**src/rtl/xfer_pkg.sv**
```systemverilog
package xfer_pkg;
  localparam int unsigned N_DEST = 4;
  localparam int unsigned ADDR_W = $clog2(N_DEST);

  typedef enum logic [ADDR_W-1:0] {
    DST_DREG1 = 2'd0,
    DST_DREG2 = 2'd1,
    DST_IREG  = 2'd2,
    DST_SPARE = 2'd3
  } dest_e;

  typedef struct packed {
    logic  rd;
    dest_e dst;
  } xfer_cmd_t;
endpackage

```
**src/rtl/xfer_ctrl.sv**
```systemverilog
module xfer_ctrl
  import xfer_pkg::*;
(
  input  logic      clk,
  input  logic      rst_n,
  input  logic      start,
  input  xfer_cmd_t cmd_in,
  output logic      busy,
  output logic      go,
  output xfer_cmd_t cmd_q,
  output logic      done
);
  logic      pend_q, pend_n;
  logic      done_q, done_n;
  xfer_cmd_t cmd_n;
  logic      accept;

  assign accept = start & ~pend_q;

  always_comb begin
    pend_n = pend_q;
    done_n = 1'b0;
    cmd_n  = cmd_q;
    if (pend_q) begin
      pend_n = 1'b0;
      done_n = 1'b1;
    end else if (accept) begin
      pend_n = 1'b1;
      cmd_n  = cmd_in;
    end
  end

  always_ff @(posedge clk or negedge rst_n) begin
    if (!rst_n) begin
      pend_q <= 1'b0;
      done_q <= 1'b0;
      cmd_q  <= '0;
    end else begin
      pend_q <= pend_n;
      done_q <= done_n;
      cmd_q  <= cmd_n;
    end
  end

  assign busy = pend_q;
  assign go   = pend_q;
  assign done = done_q;
endmodule

```
**src/rtl/xfer_dec.sv**
```systemverilog
module xfer_dec
  import xfer_pkg::*;
(
  input  logic              go,
  input  xfer_cmd_t         cmd,
  output logic [N_DEST-1:0] wr_en,
  output logic              rd_en
);
  always_comb begin
    wr_en = '0;
    rd_en = 1'b0;
    if (go) begin
      if (cmd.rd) begin
        rd_en = 1'b1;
      end else begin
        wr_en[cmd.dst] = 1'b1;
      end
    end
  end
endmodule

```
**src/rtl/xfer_word.sv**
```systemverilog
module xfer_word #(
  parameter int unsigned W = 8
) (
  input  logic         clk,
  input  logic         rst_n,
  input  logic         en,
  input  logic [W-1:0] src,
  output logic [W-1:0] q
);
  logic [W-1:0] set_m, clr_m, q_n;

  for (genvar b = 0; b < W; b++) begin : g_bit
    assign set_m[b] = en &  src[b];
    assign clr_m[b] = en & ~src[b];
    assign q_n[b]   = (q[b] | set_m[b]) & ~clr_m[b];
  end

  always_ff @(posedge clk or negedge rst_n) begin
    if (!rst_n) begin
      q <= '0;
    end else if (en) begin
      q <= q_n;
    end
  end
endmodule

```
**src/rtl/xfer_router.sv**
```systemverilog
module xfer_router
  import xfer_pkg::*;
#(
  parameter int unsigned W = 8
) (
  input  logic         clk,
  input  logic         rst_n,
  input  logic         start,
  input  logic         mode_rd,
  input  logic [1:0]   dest_addr,
  input  logic         buf_ld,
  input  logic [W-1:0] buf_d,
  output logic         busy,
  output logic         done,
  output logic [W-1:0] buf_q,
  output logic [W-1:0] dreg1_q,
  output logic [W-1:0] dreg2_q,
  output logic [W-1:0] ireg_q,
  output logic [W-1:0] spare_q
);
  xfer_cmd_t         cmd_in, cmd_q;
  logic              go, rd_en, buf_en;
  logic [N_DEST-1:0] wr_en;
  logic [W-1:0]      dst_q [N_DEST];
  logic [W-1:0]      buf_src;

  assign cmd_in.rd  = mode_rd;
  assign cmd_in.dst = dest_e'(dest_addr);

  xfer_ctrl u_ctrl (
    .clk(clk), .rst_n(rst_n), .start(start), .cmd_in(cmd_in),
    .busy(busy), .go(go), .cmd_q(cmd_q), .done(done)
  );

  xfer_dec u_dec (.go(go), .cmd(cmd_q), .wr_en(wr_en), .rd_en(rd_en));

  for (genvar d = 0; d < N_DEST; d++) begin : g_dst
    xfer_word #(.W(W)) u_reg (
      .clk(clk), .rst_n(rst_n), .en(wr_en[d]), .src(buf_q), .q(dst_q[d])
    );
  end

  assign buf_en  = rd_en | (buf_ld & ~busy);
  assign buf_src = rd_en ? dst_q[DST_DREG1] : buf_d;

  xfer_word #(.W(W)) u_buf (
    .clk(clk), .rst_n(rst_n), .en(buf_en), .src(buf_src), .q(buf_q)
  );

  assign dreg1_q = dst_q[DST_DREG1];
  assign dreg2_q = dst_q[DST_DREG2];
  assign ireg_q  = dst_q[DST_IREG];
  assign spare_q = dst_q[DST_SPARE];
endmodule

```
**config.mk**
```make
export PLATFORM = sky130hd
export DESIGN_NAME = xfer_router
export DESIGN_NICKNAME = d
export VERILOG_FILES = /design/src/rtl/xfer_pkg.sv /design/src/rtl/xfer_ctrl.sv /design/src/rtl/xfer_dec.sv /design/src/rtl/xfer_word.sv /design/src/rtl/xfer_router.sv
export SDC_FILE = /design/constraint.sdc
export NUM_CORES = 1
export LEC_CHECK = 0
export BUFFER_PORTS_ARGS = -buffer_cell sky130_fd_sc_hd__buf_4
export CORE_MARGIN = 2
export CORE_UTILIZATION = 50
export DETAILED_ROUTE_END_ITERATION = 10
export HOLD_SLACK_MARGIN = 0.08
export PLACE_DENSITY_LB_ADDON = 0.1
export SLEW_MARGIN = 20
export SYNTH_ARGS = -nofsm -noshare
export SYNTH_HDL_FRONTEND = slang
export SYNTH_SLANG_ARGS = --single-unit
```
**constraint.sdc**
```tcl
create_clock -name clk -period 1.9 [get_ports clk]
set_clock_uncertainty 0.15 [all_clocks]
set_input_delay 0.19 -clock clk [delete_from_list [all_inputs] [get_ports clk]]
set_output_delay 0.19 -clock clk [all_outputs]
set_load 0.02 [all_outputs]
```
==> metrics.txt, run 1 <==
top cells by count, synth 45 x dfrtp_1, 35 x mux2_2, 24 x mux2i_1, 2 x and4bb_2, 2 x buf_2; Synth async-reset ratio 100%; IO Count 57; leakage 1.24 nW; critical path launch point type register; Die Wd approximately 65 um; Total GRT Usage between 20 and 25%; Final Util 70.3%; YS warnings 0; Final ANT Viol Nets 0; Multi-input gate area around 700 um^2; Worst Setup End Kind register; First-pass DRT Iterations 3; Post-Route WL slightly above 4000 um; FF-to-FF path depth 2; gr ovfl total 0; first-pass GRT wire length approximately 6300 um; CP Data Required Time 1.92 ns; HP Class input port to register; antenna violations before repair 0; Slew @ Worst Pin 0.556 ns; status complete, no violations; Residual DRC 0; fillers approximately 270; Netlist Area Pre-Place between 0.0015 and 0.002 mm^2; VDD IR max 0.000742 V; CTS resizes 0; hold path cells 3; post-synth top area cell dfrtp_1; worst-path maximum fanout 8; max_cap viols 0; Worst-path clk slew 0.08 ns; TritonCTS clock tree yes; post-synth net total ~130; worst rel slew slack 62.9%; vias in the first global route 1253; Area growth syn-to-layout 37.1%; Final setup viols 0; number of I/O port buffers 56; final-report hold violation count 0; maximum level of the CTS H-tree 2; count leader, synth dfrtp_1; syn avg cell area approximately 16 um^2; final worst slack between 0.2 and 0.3 ns; Yosys cell types 11; Clock Latency Late Sink roughly 0.29 ns; area share of the largest cell type after synthesis just over 60%; ys flop type dfrtp_1; Core Footprint roughly 0.0036 mm^2; root buf cell clkbuf_8; clock sink count 45; EDFF count, synth 0; main area contributors after synthesis dfrtp_1 60%, mux2_2 21%, mux2i_1 13%; Min Hold Slack just under 0.09 ns; pwr/cell area 1550 mW/mm^2; fin crit share between 80 and 90%; Die Height 65.0 um; Gate Count Post-Synth 114; WL per Instance approximately 17 um; DIE AREA around 0.0042 mm^2; Inserted Diodes 0; pre-CTS setup slack approximately 0.28 ns; register area ~0.0011 mm^2; CTS Buffer Depth 2; share of layout cells above drive strength 1 around 56%; Tmin final between 1.5 and 2 ns; HPWL after detailed placement ~2800 um; Routability Congestion 0.840; row count 22; Setup TNS 0 ns; Vias/cell around 5; initial DRC count 50; Seq cells post-synth between 40 and 50; RSZ-0062 raised after global routing no; total CTS buffers 5; largest net degree at the start of global routing between 40 and 50; nets 204; vias around 1200; Slew Limit Fails 0; crit path DAT 1.65 ns; Setup CP Type register to register; FMAX between 600 and 700 MHz; Starting Density approximately half; sequential fraction of the synthesis area 60.4%
-- cell type report --
cell class | count | area share [%]
sequential | 45 | 44.1
multi-input combinational | 64 | 27.6
timing repair buffer | 73 | 22.6
clock buffer | 7 | 3.38
tap | 48 | 2.35
-- what timing repair did --
item                      CTS  global route
hold buffers               12             0
buffers inserted            0             0
hold endpoints to repair   56             0
-- per-layer routing --
| layer | GRT usage [%] | part of all wire (%) | vias up |
|---|---|---|---|
| met1 | 25.3 | 41 | 615 |
| li1 | - | - | 559 |
| met4 | 4.69 | 0.94 | 0 |
| met5 | 0 | 0 | - |
| met3 | 5.73 | 4.9 | 5 |
| met2 | 36.1 | 53 | 31 |
-- cells by family (layout without fill, tap and decap cells) --
family / count (synthesis) / in the layout / synth area share (%)
flops: 45 / 45 / 60.4
simple gates: 5 / 5 / 3.76
mux: 59 / 59 / 34.0
buf+inv: 5 / 80 / 1.75
-- placed cells by master (no fill, tap or decap) --
master and count:
nor2b_1 1, and4bb_2 2, dfrtp_1 45, clkbuf_1 1, nor4b_4 1, clkbuf_8 6
buf_4 61, mux2i_1 24, mux2_2 35, nand4b_2 1, dlygate4sd3_1 12
-- worst max-delay path, stage by stage, from the launching register on --
cell and delay, ns:
dfrtp_1 0.46, and4bb_2 0.52, mux2_2 0.38
-- where the power goes --
group	internal [W]	total (W)	switching (W)
clock	0.000289	0.000586	0.000298
sequential	0.00136	0.00168	0.000322
combinational	0.000865	0.00171	0.000843
-- worst paths after layout --
check | from | end | slack, ns
setup / recovery | u_ctrl.cmd_q[2]$_DFFE_PN0P_ | register | 0.27
hold / removal | buf_d[0] | register | 0.09
setup reg to reg | u_ctrl.cmd_q[2]$_DFFE_PN0P_ | register | 0.27
hold reg to reg | register | register | 0.36
max in group asynchronous | rst_n | asynchronous set/reset pin | 0.94
min in group asynchronous | rst_n | u_ctrl.done$_DFF_PN0_ | 0.29
-- per-stage QoR --
| step | area, um^2 | power [W] | std cells |
|---|---|---|---|
| floorplan | 1860 | 0.00258 | 114 |
| global placement | 2350 | 0.00335 | 218 |
| detailed placement | 2350 | 0.00341 | 218 |
| CTS | 2550 | 0.00402 | 237 |
| global route | 2550 | 0.00419 | 237 |
| finish | 2550 | 0.00397 | 237 |
(Power assumes the default switching activity.)
==> inputs of run 2 (changes only) <==
Settings changed: CORE_MARGIN 2 to default.
==> run 2 against run 1 <==
  * Clock power grew 6.1%
  * Die area decreased by 6.1%
  * Utilization grew 4.8 points
  * Critical path depth unchanged
  * Cell count is 0.42% higher
  * Combinational power hardly changed
  * Sequential cell count did not move
  * Sequential share of layout area down 0.51 points
  * Clock-buffer cell count stayed put
==> metrics.txt, run 2 (synthesized netlist as in run 1, its figures left out) <==
CP max stage cell and4bb_2 (unchanged); Setup CP Type register to register (unchanged); crit path launch u_ctrl.cmd_q[2]$_DFFE_PN0P_ (unchanged); Starting Density 54.1% (was 51.3%); pwr/cell area 1550 mW/mm^2 (about the same); Die Wd 63.0 um (was 65.0 um); TritonCTS clock tree yes (unchanged); share of layout cells above drive strength 1 56.8% (was 56.1%); HP Class input port to register (unchanged); leakage 1.26 nW (was 1.24 nW); largest net degree at the start of global routing 46 (unchanged); DIE AREA 0.00397 mm^2 (was 0.00423 mm^2); First-pass DRT Iterations 3 (unchanged); clock sink count 45 (unchanged); antenna violations before repair 0 (unchanged); CP Data Required Time 1.92 ns (about the same); commonest non-fill, non-tap cell in the layout buf_4 (unchanged); worst r2r src u_ctrl.cmd_q[2]$_DFFE_PN0P_ (unchanged); Setup Buffers After CTS 0 (unchanged); max_cap viols 0 (unchanged); IO Count 57 (unchanged); maximum level of the CTS H-tree 2 (unchanged); cell family with most CP delay simple AND/OR/NAND/NOR gates (unchanged); root buf cell clkbuf_8 (unchanged); Worst-path clk slew 0.08 ns (about the same); critical path, cell by cell and4bb_2 -> mux2_2 (unchanged); crit path DAT 1.67 ns (was 1.65 ns); Vias/cell 5.18 (was 5.11); Design Area, Final 0.00258 mm^2 (was 0.00255 mm^2); critical path buffer and inverter count 0 (unchanged); Total GRT Usage 21.7% (was 20.5%); VDD IR max 0.000885 V (was 0.000742 V); nets 206 (was 204); placed cell area 0.00235 mm^2 (about the same); FMAX 605 MHz (was 615 MHz); number of I/O port buffers 56 (unchanged); Tmin final 1.65 ns (was 1.63 ns); Core Footprint 0.00344 mm^2 (was 0.00363 mm^2); Pwr Total 0.00401 W (was 0.00397 W); worst rel slew slack 64.3% (was 62.9%); Residual DRC 0 (unchanged); WL per Instance 16.1 um (was 17.0 um); first-pass GRT wire length 6240 um (was 6330 um); gr ovfl total 0 (unchanged); status complete, no violations (unchanged); Slew Limit Fails 0 (unchanged); total CTS buffers 5 (unchanged); worst stage delay on the critical path 0.51 ns (was 0.52 ns); Final setup viols 0 (unchanged); Setup TNS 0 ns (unchanged); Die Height 63.0 um (was 65.0 um); RSZ-0062 raised after global routing no (unchanged); vias 1234 (was 1210); Area growth syn-to-layout 38.8% (was 37.1%); CTS Buffer Depth 2 (unchanged); worst-path maximum fanout 8 (unchanged); fin crit share 87.0% (was 85.6%); final-report hold violation count 0 (unchanged); Final ANT Viol Nets 0 (unchanged); row count 21 (was 22); critical path launch point type register (unchanged); Inserted Diodes 0 (unchanged); Slew @ Worst Pin 0.536 ns (was 0.556 ns); Worst Setup End Kind register (unchanged); HPWL after detailed placement 2670 um (was 2760 um); vias in the first global route 1283 (was 1253); most frequent cells in the layout 62 x buf_4, 45 x dfrtp_1, 35 x mux2_2 (was 61 x buf_4, 45 x dfrtp_1, 35 x mux2_2); Routability Congestion 0.704 (was 0.840); Hold Startpoint buf_ld (was buf_d[0]); initial DRC count 14 (was 50); Clock Latency Late Sink 0.29 ns (about the same); Post-Route WL 3840 um (was 4040 um)
run 2: path summary, 6_finish.rpt:
check                                              to  slack, ns  depth (start not counted)
min                                          register       0.18                          3
max                                          register       0.25                          2
min reg2reg                                  register       0.36                          1
max reg2reg                                  register       0.25                          2
max in group asynchronous  asynchronous set/reset pin       0.96                          2
min in group asynchronous  asynchronous set/reset pin       0.27                          2
run 2: final cells by class:
type | count | area (um^2)
Clock buffer | 7 | 96.3
Tap cell | 46 | 57.6
Clock inverter | 1 | 5.00
Timing Repair Buffer | 75 | 596
Fill cell | 234 | 857
Sequential cell | 45 | 1130
Multi-Input combinational cell | 64 | 704
run 2: per-layer routing:
layer  global-route usage [%]  share of wire (%)
met1                     25.1                 43
met2                     38.7                 52
met3                     3.83                3.9
met4                     9.59                1.9
met5                        0                  0
run 2: stage by stage:
stage	utilization (%)	hold slack, ns	instances	worst slack [ns]
floorplan	-	-0.256	114	0.329
global placement	68.4	0.0623	217	0.320
detailed placement	68.4	0.0643	217	0.267
CTS	75.1	0.184	238	0.246
global route	75.1	0.188	238	0.203
finish	75.1	0.180	238	0.247
run 2: report_power, final:
part	switching, W	leakage [nW]	internal [W]
clock network	0.000293	0.0542	0.000328
registers	0.000324	0.549	0.00136
logic	0.000836	0.660	0.000870
total	0.00145	1.26	0.00256
run 2: worst min-delay path, cell delays in order:
cell	delay, ns
buf_4	0.18
mux2i_1	0.09
mux2i_1	0.11
run 2: repair_timing:
item                      in CTS  in global routing
hold endpoints to repair      57                  0
gates resized for setup        0                  0
hold buffers                  13                  0
==> inputs of run 3 (changes only) <==
Settings changed: CORE_UTILIZATION 50 to 40.
==> run 3 against run 2 <==
  * Global-route usage is 3.8 points lower
  * Sequential cell count stayed put
  * Non-clock buffer count is 1 lower
  * Worst hold slack improved by 0.011 ns
  * Fmax fell by 0.56%
  * Highest routed layer unchanged
==> metrics.txt, run 3 (synthesized netlist as in run 1, its figures left out) <==
critical path launch point type register (unchanged); Tmin final 1.66 ns (was 1.65 ns); first-pass GRT wire length 6540 um (was 6240 um); share of layout cells above drive strength 1 56.0% (was 56.8%); CP Data Required Time 1.93 ns (was 1.92 ns); clock sink count 45 (unchanged); Final ANT Viol Nets 0 (unchanged); worst rel slew slack 62.2% (was 64.3%); TritonCTS clock tree yes (unchanged); Inserted Diodes 0 (unchanged); Clock Latency Late Sink 0.30 ns (was 0.29 ns); Routability Congestion 0.692 (was 0.704); number of I/O port buffers 56 (unchanged); Slew @ Worst Pin 0.567 ns (was 0.536 ns); FF-to-FF path depth 2 (unchanged); Die Height 70.2 um (was 63.0 um); First-pass DRT Iterations 3 (unchanged); initial DRC count 31 (was 14); Area growth syn-to-layout 37.7% (was 38.8%); gr ovfl total 0 (unchanged); FMAX 602 MHz (was 605 MHz); register area 0.00113 mm^2 (unchanged); crit path DAT 1.69 ns (was 1.67 ns); final-report hold violation count 0 (unchanged); hold path cells 3 (unchanged); Starting Density 42.2% (was 54.1%); Multi-input gate area 704 um^2 (unchanged); Design Area, Final 0.00257 mm^2 (was 0.00258 mm^2); crit path launch u_ctrl.cmd_q[2]$_DFFE_PN0P_ (unchanged); Setup Buffers After CTS 0 (unchanged); WL per Instance 16.7 um (was 16.1 um); fillers 373 (was 234); row count 24 (was 21); Worst Setup End Kind register (unchanged); vias in the first global route 1250 (was 1283); Final setup viols 0 (unchanged); RSZ-0062 raised after global routing no (unchanged); VDD IR max 0.000765 V (was 0.000885 V); Setup CP Type register to register (unchanged); max_cap viols 0 (unchanged); Vias/cell 5.06 (was 5.18); vias 1230 (was 1234); placed cell area 0.00235 mm^2 (unchanged); CTS Buffer Depth 2 (unchanged); Slew Limit Fails 0 (unchanged); most frequent cells in the layout 61 x buf_4, 45 x dfrtp_1, 35 x mux2_2 (was 62 x buf_4, 45 x dfrtp_1, 35 x mux2_2); HP Class input port to register (unchanged); maximum level of the CTS H-tree 2 (unchanged); Residual DRC 0 (unchanged); Total GRT Usage 17.9% (was 21.7%); worst r2r src u_ctrl.cmd_q[2]$_DFFE_PN0P_ (unchanged); Die Wd 70.2 um (was 63.0 um); nets 205 (was 206); commonest non-fill, non-tap cell in the layout buf_4 (unchanged); Final Util 58.1% (was 75.1%); antenna violations before repair 0 (unchanged); fin crit share 87.5% (was 87.0%); Setup TNS 0 ns (unchanged); IO Count 57 (unchanged); leakage 1.25 nW (was 1.26 nW); root buf cell clkbuf_8 (unchanged); HPWL after detailed placement 2740 um (was 2670 um); Core Footprint 0.00441 mm^2 (was 0.00344 mm^2); largest net degree at the start of global routing 46 (unchanged); total CTS buffers 5 (unchanged); pwr/cell area 1540 mW/mm^2 (was 1550 mW/mm^2); DIE AREA 0.00493 mm^2 (was 0.00397 mm^2); Post-Route WL 4060 um (was 3840 um); r2r setup slk 0.24 ns (was 0.25 ns); Hold Startpoint buf_ld (unchanged); Worst-path clk slew 0.08 ns (about the same); status complete, no violations (unchanged); worst-path maximum fanout 8 (unchanged)
## run 3: changes by cell type in the layout (fill, tap and decap cells not counted)
| cell | before | now |
|---|---|---|
| buf_4 | 62 | 61 |
| clkinv_2 | 1 | 2 |
| clkbuf_1 | 0 | 1 |
| clkbuf_8 | 7 | 5 |
## run 3: area by class of cell
| type | count | area share (%) |
|---|---|---|
| timing repair buffer | 74 | 22.9 |
| sequential | 45 | 43.9 |
| clock buffer | 6 | 2.83 |
| tap | 52 | 2.54 |
| multi-input combinational | 64 | 27.5 |
| clock inverter | 2 | 0.390 |
## run 3: worst max path at each step
stage and to:
2_1_floorplan register, 3_3_place_gp register, 3_5_place_dp register, 4_1_cts register, 5_1_grt register, 6_report register
## run 3: critical path, stage by stage, from the launching register on
cell,delay (ns)
dfrtp_1,0.48
and4bb_2,0.54
mux2_2,0.38
## run 3: through the flow
stage                     std cells  hold WS, ns  power [W]  setup WS (ns)
after global placement          222       0.0660    0.00335          0.267
after floorplan                 114       -0.256    0.00258          0.329
after global routing            243        0.184    0.00417          0.190
after detailed placement        222       0.0730    0.00339          0.225
after CTS                       243        0.187    0.00399          0.218
final                           243        0.191    0.00395          0.238
## run 3: what timing repair did
item,4_1_cts,5_1_grt
gates resized for setup,0,0
hold buffers,13,0
hold endpoints to repair,57,0
setup endpoints to repair,0,0
## run 3: where the power goes
part	switching, W	internal [W]
Combinational	0.000840	0.000866
Clock	0.000310	0.000255
Sequential	0.000321	0.00136
Total	0.00147	0.00248
## run 3: metal layers
metal	wire length, um	GRT usage, %	up-vias
met5	0	0	-
met4	56	6.00	0
met3	208	5.34	7
met2	1960	28.4	34
met1	1840	23.3	631
li1	-	-	558
